## src/rtl/i2cm_pkg.sv

```systemverilog
package i2cm_pkg;
  localparam logic [1:0] OFS_CTRL = 2'd0;
  localparam logic [1:0] OFS_STAT = 2'd1;
  localparam logic [1:0] OFS_DATA = 2'd2;
  localparam logic [1:0] OFS_DIV  = 2'd3;

  localparam int CTRL_W   = 5;
  localparam int C_EN     = 0;
  localparam int C_IE     = 1;
  localparam int C_MS     = 2;
  localparam int C_TX     = 3;
  localparam int C_NAK    = 4;

  localparam int S_BUSY   = 0;
  localparam int S_PEND   = 1;
  localparam int S_NACK   = 2;
  localparam int S_ACT    = 3;

  localparam int BYTE_W   = 8;

  typedef enum logic [2:0] {
    ENG_IDLE,
    ENG_START,
    ENG_HOLD,
    ENG_BIT,
    ENG_STOP
  } eng_state_e;
endpackage

```

## src/rtl/i2cm_tick.sv

```systemverilog
module i2cm_tick #(
  parameter int DIV_W = 8
) (
  input  logic             clk,
  input  logic             rst_n,
  input  logic [DIV_W-1:0] div_i,
  output logic             tick_o
);
  logic [DIV_W-1:0] cnt_q, cnt_d;
  logic             wrap;

  assign wrap   = (cnt_q >= div_i);
  assign tick_o = wrap;

  always_comb begin
    cnt_d = wrap ? '0 : cnt_q + 1'b1;
  end

  always_ff @(posedge clk or negedge rst_n) begin
    if (!rst_n) cnt_q <= '0;
    else        cnt_q <= cnt_d;
  end
endmodule

```

## src/rtl/i2cm_engine.sv

```systemverilog
module i2cm_engine
  import i2cm_pkg::*;
#(
  parameter int SYNC_STAGES = 2
) (
  input  logic              clk,
  input  logic              rst_n,
  input  logic              tick_i,
  input  logic              cmd_start_i,
  input  logic              cmd_stop_i,
  input  logic              cmd_tx_i,
  input  logic              cmd_rx_i,
  input  logic [BYTE_W-1:0] tx_byte_i,
  input  logic              no_ack_i,
  input  logic              sda_i,
  output logic              scl_oe_o,
  output logic              sda_oe_o,
  output logic              done_o,
  output logic              nack_o,
  output logic [BYTE_W-1:0] rx_byte_o,
  output eng_state_e        state_o
);
  localparam int BITCNT_W = $clog2(BYTE_W + 1);
  localparam logic [BITCNT_W-1:0] ACK_SLOT = BITCNT_W'(BYTE_W);

  eng_state_e          state_q, state_d;
  logic [1:0]          q_q, q_d;
  logic [BITCNT_W-1:0] bit_q, bit_d;
  logic [BYTE_W-1:0]   sh_q, sh_d;
  logic                rxm_q, rxm_d;
  logic                nak_q, nak_d;
  logic                nack_q, nack_d;
  logic                scl_oe_q, scl_oe_d;
  logic                sda_oe_q, sda_oe_d;
  logic [SYNC_STAGES-1:0] sync_q;
  logic                sda_s;
  logic                ack_slot;

  // input synchroniser, depth set by parameter
  generate
    if (SYNC_STAGES == 1) begin : g_sync1
      always_ff @(posedge clk or negedge rst_n) begin
        if (!rst_n) sync_q <= '1;
        else        sync_q <= sda_i;
      end
    end else begin : g_syncn
      always_ff @(posedge clk or negedge rst_n) begin
        if (!rst_n) sync_q <= '1;
        else        sync_q <= {sync_q[SYNC_STAGES-2:0], sda_i};
      end
    end
  endgenerate
  assign sda_s    = sync_q[SYNC_STAGES-1];
  assign ack_slot = (bit_q == ACK_SLOT);

  always_comb begin
    state_d  = state_q;
    q_d      = q_q;
    bit_d    = bit_q;
    sh_d     = sh_q;
    rxm_d    = rxm_q;
    nak_d    = nak_q;
    nack_d   = nack_q;
    scl_oe_d = scl_oe_q;
    sda_oe_d = sda_oe_q;
    done_o   = 1'b0;
    unique case (state_q)
      ENG_IDLE: begin
        if (cmd_start_i) begin
          state_d = ENG_START;
          q_d     = 2'd0;
        end
      end
      ENG_HOLD: begin
        if (cmd_tx_i) begin
          state_d = ENG_BIT;
          q_d     = 2'd0;
          bit_d   = '0;
          sh_d    = tx_byte_i;
          rxm_d   = 1'b0;
        end else if (cmd_rx_i) begin
          state_d = ENG_BIT;
          q_d     = 2'd0;
          bit_d   = '0;
          rxm_d   = 1'b1;
          nak_d   = no_ack_i;
        end else if (cmd_stop_i) begin
          state_d = ENG_STOP;
          q_d     = 2'd0;
        end
      end
      ENG_START: begin
        if (tick_i) begin
          q_d = q_q + 2'd1;
          unique case (q_q)
            2'd0: begin scl_oe_d = 1'b0; sda_oe_d = 1'b0; end
            2'd1: sda_oe_d = 1'b1;
            2'd2: ;
            2'd3: begin scl_oe_d = 1'b1; state_d = ENG_HOLD; end
          endcase
        end
      end
      ENG_BIT: begin
        if (tick_i) begin
          q_d = q_q + 2'd1;
          unique case (q_q)
            2'd0: begin
              if (ack_slot) sda_oe_d = rxm_q ? !nak_q : 1'b0;
              else          sda_oe_d = rxm_q ? 1'b0 : !sh_q[BYTE_W-1];
            end
            2'd1: scl_oe_d = 1'b0;
            2'd2: begin
              if (!ack_slot)   sh_d   = {sh_q[BYTE_W-2:0], sda_s};
              else if (!rxm_q) nack_d = sda_s;
            end
            2'd3: begin
              scl_oe_d = 1'b1;
              if (ack_slot) begin
                state_d = ENG_HOLD;
                bit_d   = '0;
                done_o  = 1'b1;
              end else begin
                bit_d = bit_q + 1'b1;
              end
            end
          endcase
        end
      end
      ENG_STOP: begin
        if (tick_i) begin
          q_d = q_q + 2'd1;
          unique case (q_q)
            2'd0: sda_oe_d = 1'b1;
            2'd1: scl_oe_d = 1'b0;
            2'd2: sda_oe_d = 1'b0;
            2'd3: state_d  = ENG_IDLE;
          endcase
        end
      end
      default: state_d = ENG_IDLE;
    endcase
  end

  always_ff @(posedge clk or negedge rst_n) begin
    if (!rst_n) begin
      state_q  <= ENG_IDLE;
      q_q      <= 2'd0;
      bit_q    <= '0;
      sh_q     <= '0;
      rxm_q    <= 1'b0;
      nak_q    <= 1'b0;
      nack_q   <= 1'b0;
      scl_oe_q <= 1'b0;
      sda_oe_q <= 1'b0;
    end else begin
      state_q  <= state_d;
      q_q      <= q_d;
      bit_q    <= bit_d;
      sh_q     <= sh_d;
      rxm_q    <= rxm_d;
      nak_q    <= nak_d;
      nack_q   <= nack_d;
      scl_oe_q <= scl_oe_d;
      sda_oe_q <= sda_oe_d;
    end
  end

  assign scl_oe_o  = scl_oe_q;
  assign sda_oe_o  = sda_oe_q;
  assign nack_o    = nack_q;
  assign rx_byte_o = sh_q;
  assign state_o   = state_q;

  // byte/stop commands from the register side only land while the bus is held
  a_r10_cmd_only_when_held: assert property (@(posedge clk) disable iff (!rst_n)
    (cmd_tx_i || cmd_rx_i || cmd_stop_i) |-> (state_q == ENG_HOLD));

  // with no sequence running both lines are released
  a_r6_idle_lines_free: assert property (@(posedge clk) disable iff (!rst_n)
    (state_q == ENG_IDLE) |-> (!scl_oe_q && !sda_oe_q));

  // inside a bit, SDA never moves while SCL stays released
  a_r13_sda_quiet_scl_high: assert property (@(posedge clk) disable iff (!rst_n)
    (state_q == ENG_BIT && $past(state_q) == ENG_BIT && !scl_oe_q && !$past(scl_oe_q))
    |-> $stable(sda_oe_q));

  // a finished byte always parks the bus with SCL low
  a_r4_done_parks_bus: assert property (@(posedge clk) disable iff (!rst_n)
    done_o |=> (state_q == ENG_HOLD && scl_oe_q));
endmodule

```

## src/rtl/i2c_byte_master.sv

```systemverilog
module i2c_byte_master
  import i2cm_pkg::*;
#(
  parameter int DIV_W     = 8,
  parameter int DIV_RESET = 3
) (
  input  logic       clk,
  input  logic       rst_n,
  input  logic       reg_wr,
  input  logic       reg_rd,
  input  logic [1:0] reg_addr,
  input  logic [7:0] reg_wdata,
  output logic [7:0] reg_rdata,
  output logic       irq,
  output logic       scl_oe,
  output logic       sda_oe,
  input  logic       sda_i
);
  localparam logic [DIV_W-1:0] DIV_INIT = DIV_W'(DIV_RESET);

  logic rst_meta_q, rst_q;

  // asynchronous assert, synchronous release
  always_ff @(posedge clk or negedge rst_n) begin
    if (!rst_n) begin
      rst_meta_q <= 1'b0;
      rst_q      <= 1'b0;
    end else begin
      rst_meta_q <= 1'b1;
      rst_q      <= rst_meta_q;
    end
  end

  logic [CTRL_W-1:0] ctrl_q, ctrl_d;
  logic [DIV_W-1:0]  div_q, div_d;
  logic              pend_q, pend_d;
  logic              sreq_q, sreq_d;
  logic              preq_q, preq_d;

  logic              wr_ctrl, wr_stat, wr_data, wr_div, rd_data;
  logic              cmd_start, cmd_stop, cmd_tx, cmd_rx;
  logic              tick, done, eng_nack;
  logic [BYTE_W-1:0] rx_byte;
  eng_state_e        eng_state;
  logic              held, stat_busy, stat_act;
  logic [7:0]        stat_vec;

  assign wr_ctrl = reg_wr && (reg_addr == OFS_CTRL);
  assign wr_stat = reg_wr && (reg_addr == OFS_STAT);
  assign wr_data = reg_wr && (reg_addr == OFS_DATA);
  assign wr_div  = reg_wr && (reg_addr == OFS_DIV);
  assign rd_data = reg_rd && (reg_addr == OFS_DATA);

  assign held      = (eng_state == ENG_HOLD);
  assign cmd_start = sreq_q && (eng_state == ENG_IDLE);
  assign cmd_stop  = preq_q && held;
  assign cmd_tx    = wr_data && ctrl_q[C_TX] && ctrl_q[C_MS] && held && !preq_q;
  assign cmd_rx    = rd_data && !ctrl_q[C_TX] && ctrl_q[C_MS] && held && !preq_q;

  always_comb begin
    ctrl_d = wr_ctrl ? reg_wdata[CTRL_W-1:0] : ctrl_q;
    div_d  = wr_div  ? reg_wdata[DIV_W-1:0]  : div_q;

    sreq_d = sreq_q;
    if (cmd_start) sreq_d = 1'b0;
    else if (wr_ctrl && reg_wdata[C_MS] && reg_wdata[C_EN] && !ctrl_q[C_MS]
             && eng_state == ENG_IDLE)
      sreq_d = 1'b1;

    preq_d = preq_q;
    if (cmd_stop) preq_d = 1'b0;
    else if (wr_ctrl && !reg_wdata[C_MS] && ctrl_q[C_MS]
             && (eng_state != ENG_IDLE || sreq_q))
      preq_d = 1'b1;

    pend_d = pend_q;
    if (done)                              pend_d = 1'b1;
    else if (wr_stat && !reg_wdata[S_PEND]) pend_d = 1'b0;
  end

  always_ff @(posedge clk or negedge rst_q) begin
    if (!rst_q) begin
      ctrl_q <= '0;
      div_q  <= DIV_INIT;
      pend_q <= 1'b0;
      sreq_q <= 1'b0;
      preq_q <= 1'b0;
    end else begin
      ctrl_q <= ctrl_d;
      div_q  <= div_d;
      pend_q <= pend_d;
      sreq_q <= sreq_d;
      preq_q <= preq_d;
    end
  end

  i2cm_tick #(.DIV_W(DIV_W)) u_tick (
    .clk    (clk),
    .rst_n  (rst_q),
    .div_i  (div_q),
    .tick_o (tick)
  );

  i2cm_engine #(.SYNC_STAGES(2)) u_engine (
    .clk         (clk),
    .rst_n       (rst_q),
    .tick_i      (tick),
    .cmd_start_i (cmd_start),
    .cmd_stop_i  (cmd_stop),
    .cmd_tx_i    (cmd_tx),
    .cmd_rx_i    (cmd_rx),
    .tx_byte_i   (reg_wdata),
    .no_ack_i    (ctrl_q[C_NAK]),
    .sda_i       (sda_i),
    .scl_oe_o    (scl_oe),
    .sda_oe_o    (sda_oe),
    .done_o      (done),
    .nack_o      (eng_nack),
    .rx_byte_o   (rx_byte),
    .state_o     (eng_state)
  );

  assign stat_busy = sreq_q || (eng_state != ENG_IDLE);
  assign stat_act  = sreq_q || preq_q || (eng_state == ENG_START) ||
                     (eng_state == ENG_BIT) || (eng_state == ENG_STOP);

  always_comb begin
    stat_vec         = '0;
    stat_vec[S_BUSY] = stat_busy;
    stat_vec[S_PEND] = pend_q;
    stat_vec[S_NACK] = eng_nack;
    stat_vec[S_ACT]  = stat_act;
  end

  always_comb begin
    unique case (reg_addr)
      OFS_CTRL: reg_rdata = 8'(ctrl_q);
      OFS_STAT: reg_rdata = stat_vec;
      OFS_DATA: reg_rdata = rx_byte;
      default:  reg_rdata = 8'(div_q);
    endcase
  end

  assign irq = pend_q && ctrl_q[C_IE];

  // an issued START makes the bus read busy on the next clock
  a_r2_busy_after_start: assert property (@(posedge clk) disable iff (!rst_q)
    cmd_start |=> stat_busy);

  // pending only falls through a clearing status write
  a_r5_pend_sticky: assert property (@(posedge clk) disable iff (!rst_q)
    (pend_q && !(wr_stat && !reg_wdata[S_PEND])) |=> pend_q);
endmodule

```

## config.mk

```make
export PLATFORM = sky130hd
export DESIGN_NAME = i2c_byte_master
export DESIGN_NICKNAME = d
export VERILOG_FILES = /design/src/rtl/i2cm_pkg.sv /design/src/rtl/i2cm_tick.sv /design/src/rtl/i2cm_engine.sv /design/src/rtl/i2c_byte_master.sv
export SDC_FILE = /design/constraint.sdc
export NUM_CORES = 1
export LEC_CHECK = 0
export BUFFER_PORTS_ARGS = -buffer_cell sky130_fd_sc_hd__buf_4
export CORE_UTILIZATION = 60
export DETAILED_ROUTE_END_ITERATION = 6
export PLACE_DENSITY = 0.82
export SKIP_CTS_REPAIR_TIMING = 1
export SLEW_MARGIN = 20
export SYNTH_ARGS = -nofsm -noshare
export SYNTH_HDL_FRONTEND = slang
export SYNTH_SLANG_ARGS = --single-unit
export TNS_END_PERCENT = 1
```

## constraint.sdc

```tcl
create_clock -name clk -period 2.6 [get_ports clk]
set_input_delay 0.13 -clock clk [delete_from_list [all_inputs] [get_ports clk]]
set_output_delay 0.13 -clock clk [all_outputs]
set_load 0.005 [all_outputs]
```

==> impl_metrics.ini <==
[drt]
drc = 0
routedWlPerCell_um = 18.0
drt_wl_total_mm = 6.17
drtAntennaViolNets = 0
first_iter_violations = 155
viasPerCell = 6.26
vias = 2146
dr.pass1.iters = 4

[placed_design]
gp_routability_congestion = 0.861
numPortBuffers = 25
hpwl_mm = 4.36

[sta]
relSlewSlack_pct = 59.5
fin_skew_ns = 0.00655
setup_tns_ns = 0
setup_violations = 0
final.period_utilization_pct = 95.6
rsz0062_at_grt = no
slew_viol_final = 0
worst_slew_pin_slew_ns = 0.608
hold_slack_ns = 0.0598
fin_crit_ns = 2.49
fmax_mhz = 402
report.final.hold_viol_count = 0

[finish]
n_fill_cell = 314
drive_gt1_share_pct = 30.2
area_delta_synth_final_pct = 12.7
antenna_cells = 0
utilization_pct = 72.5
nets = 320

[global_route]
antenna_found_initial = 0
grt_pass1_wl_mm = 10.1
grt_max_degree = 49
overflow = 0
grt_pass1_vias = 2037
grt_usage_pct = 26.1

[critical_path]
end_kind = primary output
reg2reg_setup_slack_ns = 0.12
rr_endpoint = u_engine.rx_byte_o[0]
worstPathRequired_ns = 2.47
reg2reg_depth = 6
critPathArrivalTime_ns = 2.36
crit_start = u_engine.state_o[0]
critPathKind = flip-flop to primary output
endpoint = reg_rdata[3]
worstReg2RegStart = div_q[0]
cp-start-kind = flip-flop
cp_max_fo = 15

[clock_tree]
cts_made_buffers = 5
clk_pin_slew_worst_paths_ns = 0.09
clock-sinks = 50
cts_root_buf = clkbuf_8
cts_tree = done
cts_buffer_depth = 2
htree_levels = 2
clk_latency_ns = 0.31

[run]
cap_violations = 0

[yosys]
synth-seq-cells = 50
syn_area_um2 = 2900
synth_top_area_cell = dfrtp_1
yosys.cell_count.top_type = dfrtp_1
synth-seq-area-share_pct = 43.4
syn_inst = 263
synth_cell_types = 53
synthArstFlopShare_pct = 100
synth_top_cell_area_share_pct = 39.7
syn-num-nets = 293
avgSynthCellArea_um2 = 11.0
yosys-top-cells-area = dfrtp_1 (40%), mux2_2 (14%), ha_1 (6.5%)
synth_commonest_cells = dfrtp_1 (46), mux2_2 (35), inv_1 (17)
yosysWarnings = 0
synth_edf_count = 0
synth_flop_cell = dfrtp_1

[min_path]
hp-class = input port to flip-flop

[die]
io-pin-count = 26
coreArea_um2 = 4500
die_y_um = 71.5
die_x_um = 71.5
num_rows = 24
die_area_um2 = 5110
initial_core_util_pct = 64.3

[pwr]
power_density_nw_per_um2 = 959
irDropWorstVdd_v = 0.000465
p_total_mw = 3.13
leakagePower_nw = 1.52

[outcome]
status = finished, final reports clean
==> area by class of cell <==
class	count	area, µm²	share of cell area (%)
Clock buffer	5	68.8	2.11
Clock inverter	3	45.0	1.38
Inverter	17	63.8	1.95
Multi-Input combinational cell	185	1520	46.6
Sequential cell	50	1260	38.6
Tap cell	52	65.1	1.99
Timing Repair Buffer	31	238	7.28
==> power by group <==
part	internal (mW)	switching, mW
clock	0.286	0.272
sequential	0.996	0.260
combinational	0.641	0.674
==> per-stage QoR <==
stage                     cell area (µm²)  cells  setup slack (ns)
after CTS                            3240    341             0.129
after global placement               3130    333             0.203
final                                3260    343             0.115
after floorplan                      2900    263             0.289
after global routing                 3260    343            0.0332
after detailed placement             3130    333             0.167
==> placed cells by master, fill, tap and decap left out, types with 3 or more instances in the layout <==
cell type and count:
o31ai_1 3, inv_1 17, nor2b_1 4, o21ai_0 9
nand2_1 14, a31oi_1 3, nand4_1 5, mux2_2 35
buf_4 29, nand3_1 10, ha_1 15, xor2_1 4
nor2_1 16, mux4_2 4, dfstp_2 4, and3_1 4
a32o_1 3, a21oi_1 9, dfrtp_1 44, nand2b_1 4
mux2i_1 5, clkbuf_8 5
==> critical path, stage by stage, from the launching register on <==
cell	delay [ns]
dfrtp_1	0.61
or3b_2	0.23
nand2_1	0.18
or3_1	0.39
mux4_2	0.48
buf_4	0.15
==> flip-flops by register name, summed over array words and instances, names as in the netlist, 2 cells and up <==
name and flops:
ctrl_q 5, u_tick.cnt_q 8, u_engine.q_q 2, u_engine.bit_q 4
div_q 8, u_engine.sync_q 2, u_engine.state_o 3, u_engine.rx_byte_o 8
==> cells by family after synthesis <==
kind of cell    Yosys count  share of synthesized area [%]
compound gates           44                           11.5
mux                      44                           18.4
flops                    50                           43.4
fa+ha+maj                15                           6.48
other cells               1                          0.129
xor+xnor                  6                           1.81
buf+inv                  28                           4.06
simple gates             75                           14.2
==> worst min-delay path by stage <==
stage                            start    endpoint  cells after the start
after floorplan                  rst_n  rst_meta_q                      0
after global placement           rst_n  rst_meta_q                      1
after detailed placement         rst_n  rst_meta_q                      1
after CTS                        rst_n       rst_q                      1
after global routing      reg_wdata[5]    div_q[5]                      2
final                     reg_wdata[5]    div_q[5]                      2
==> layer usage <==
layer,up-vias,wire (µm),track usage (%)
li1,1014,-,-
met1,1060,2920,38.0
met2,66,2930,40.1
met3,6,262,4.92
met4,0,60,7.84
met5,-,0,0
Note: power is estimated with default switching activity, not from simulation.
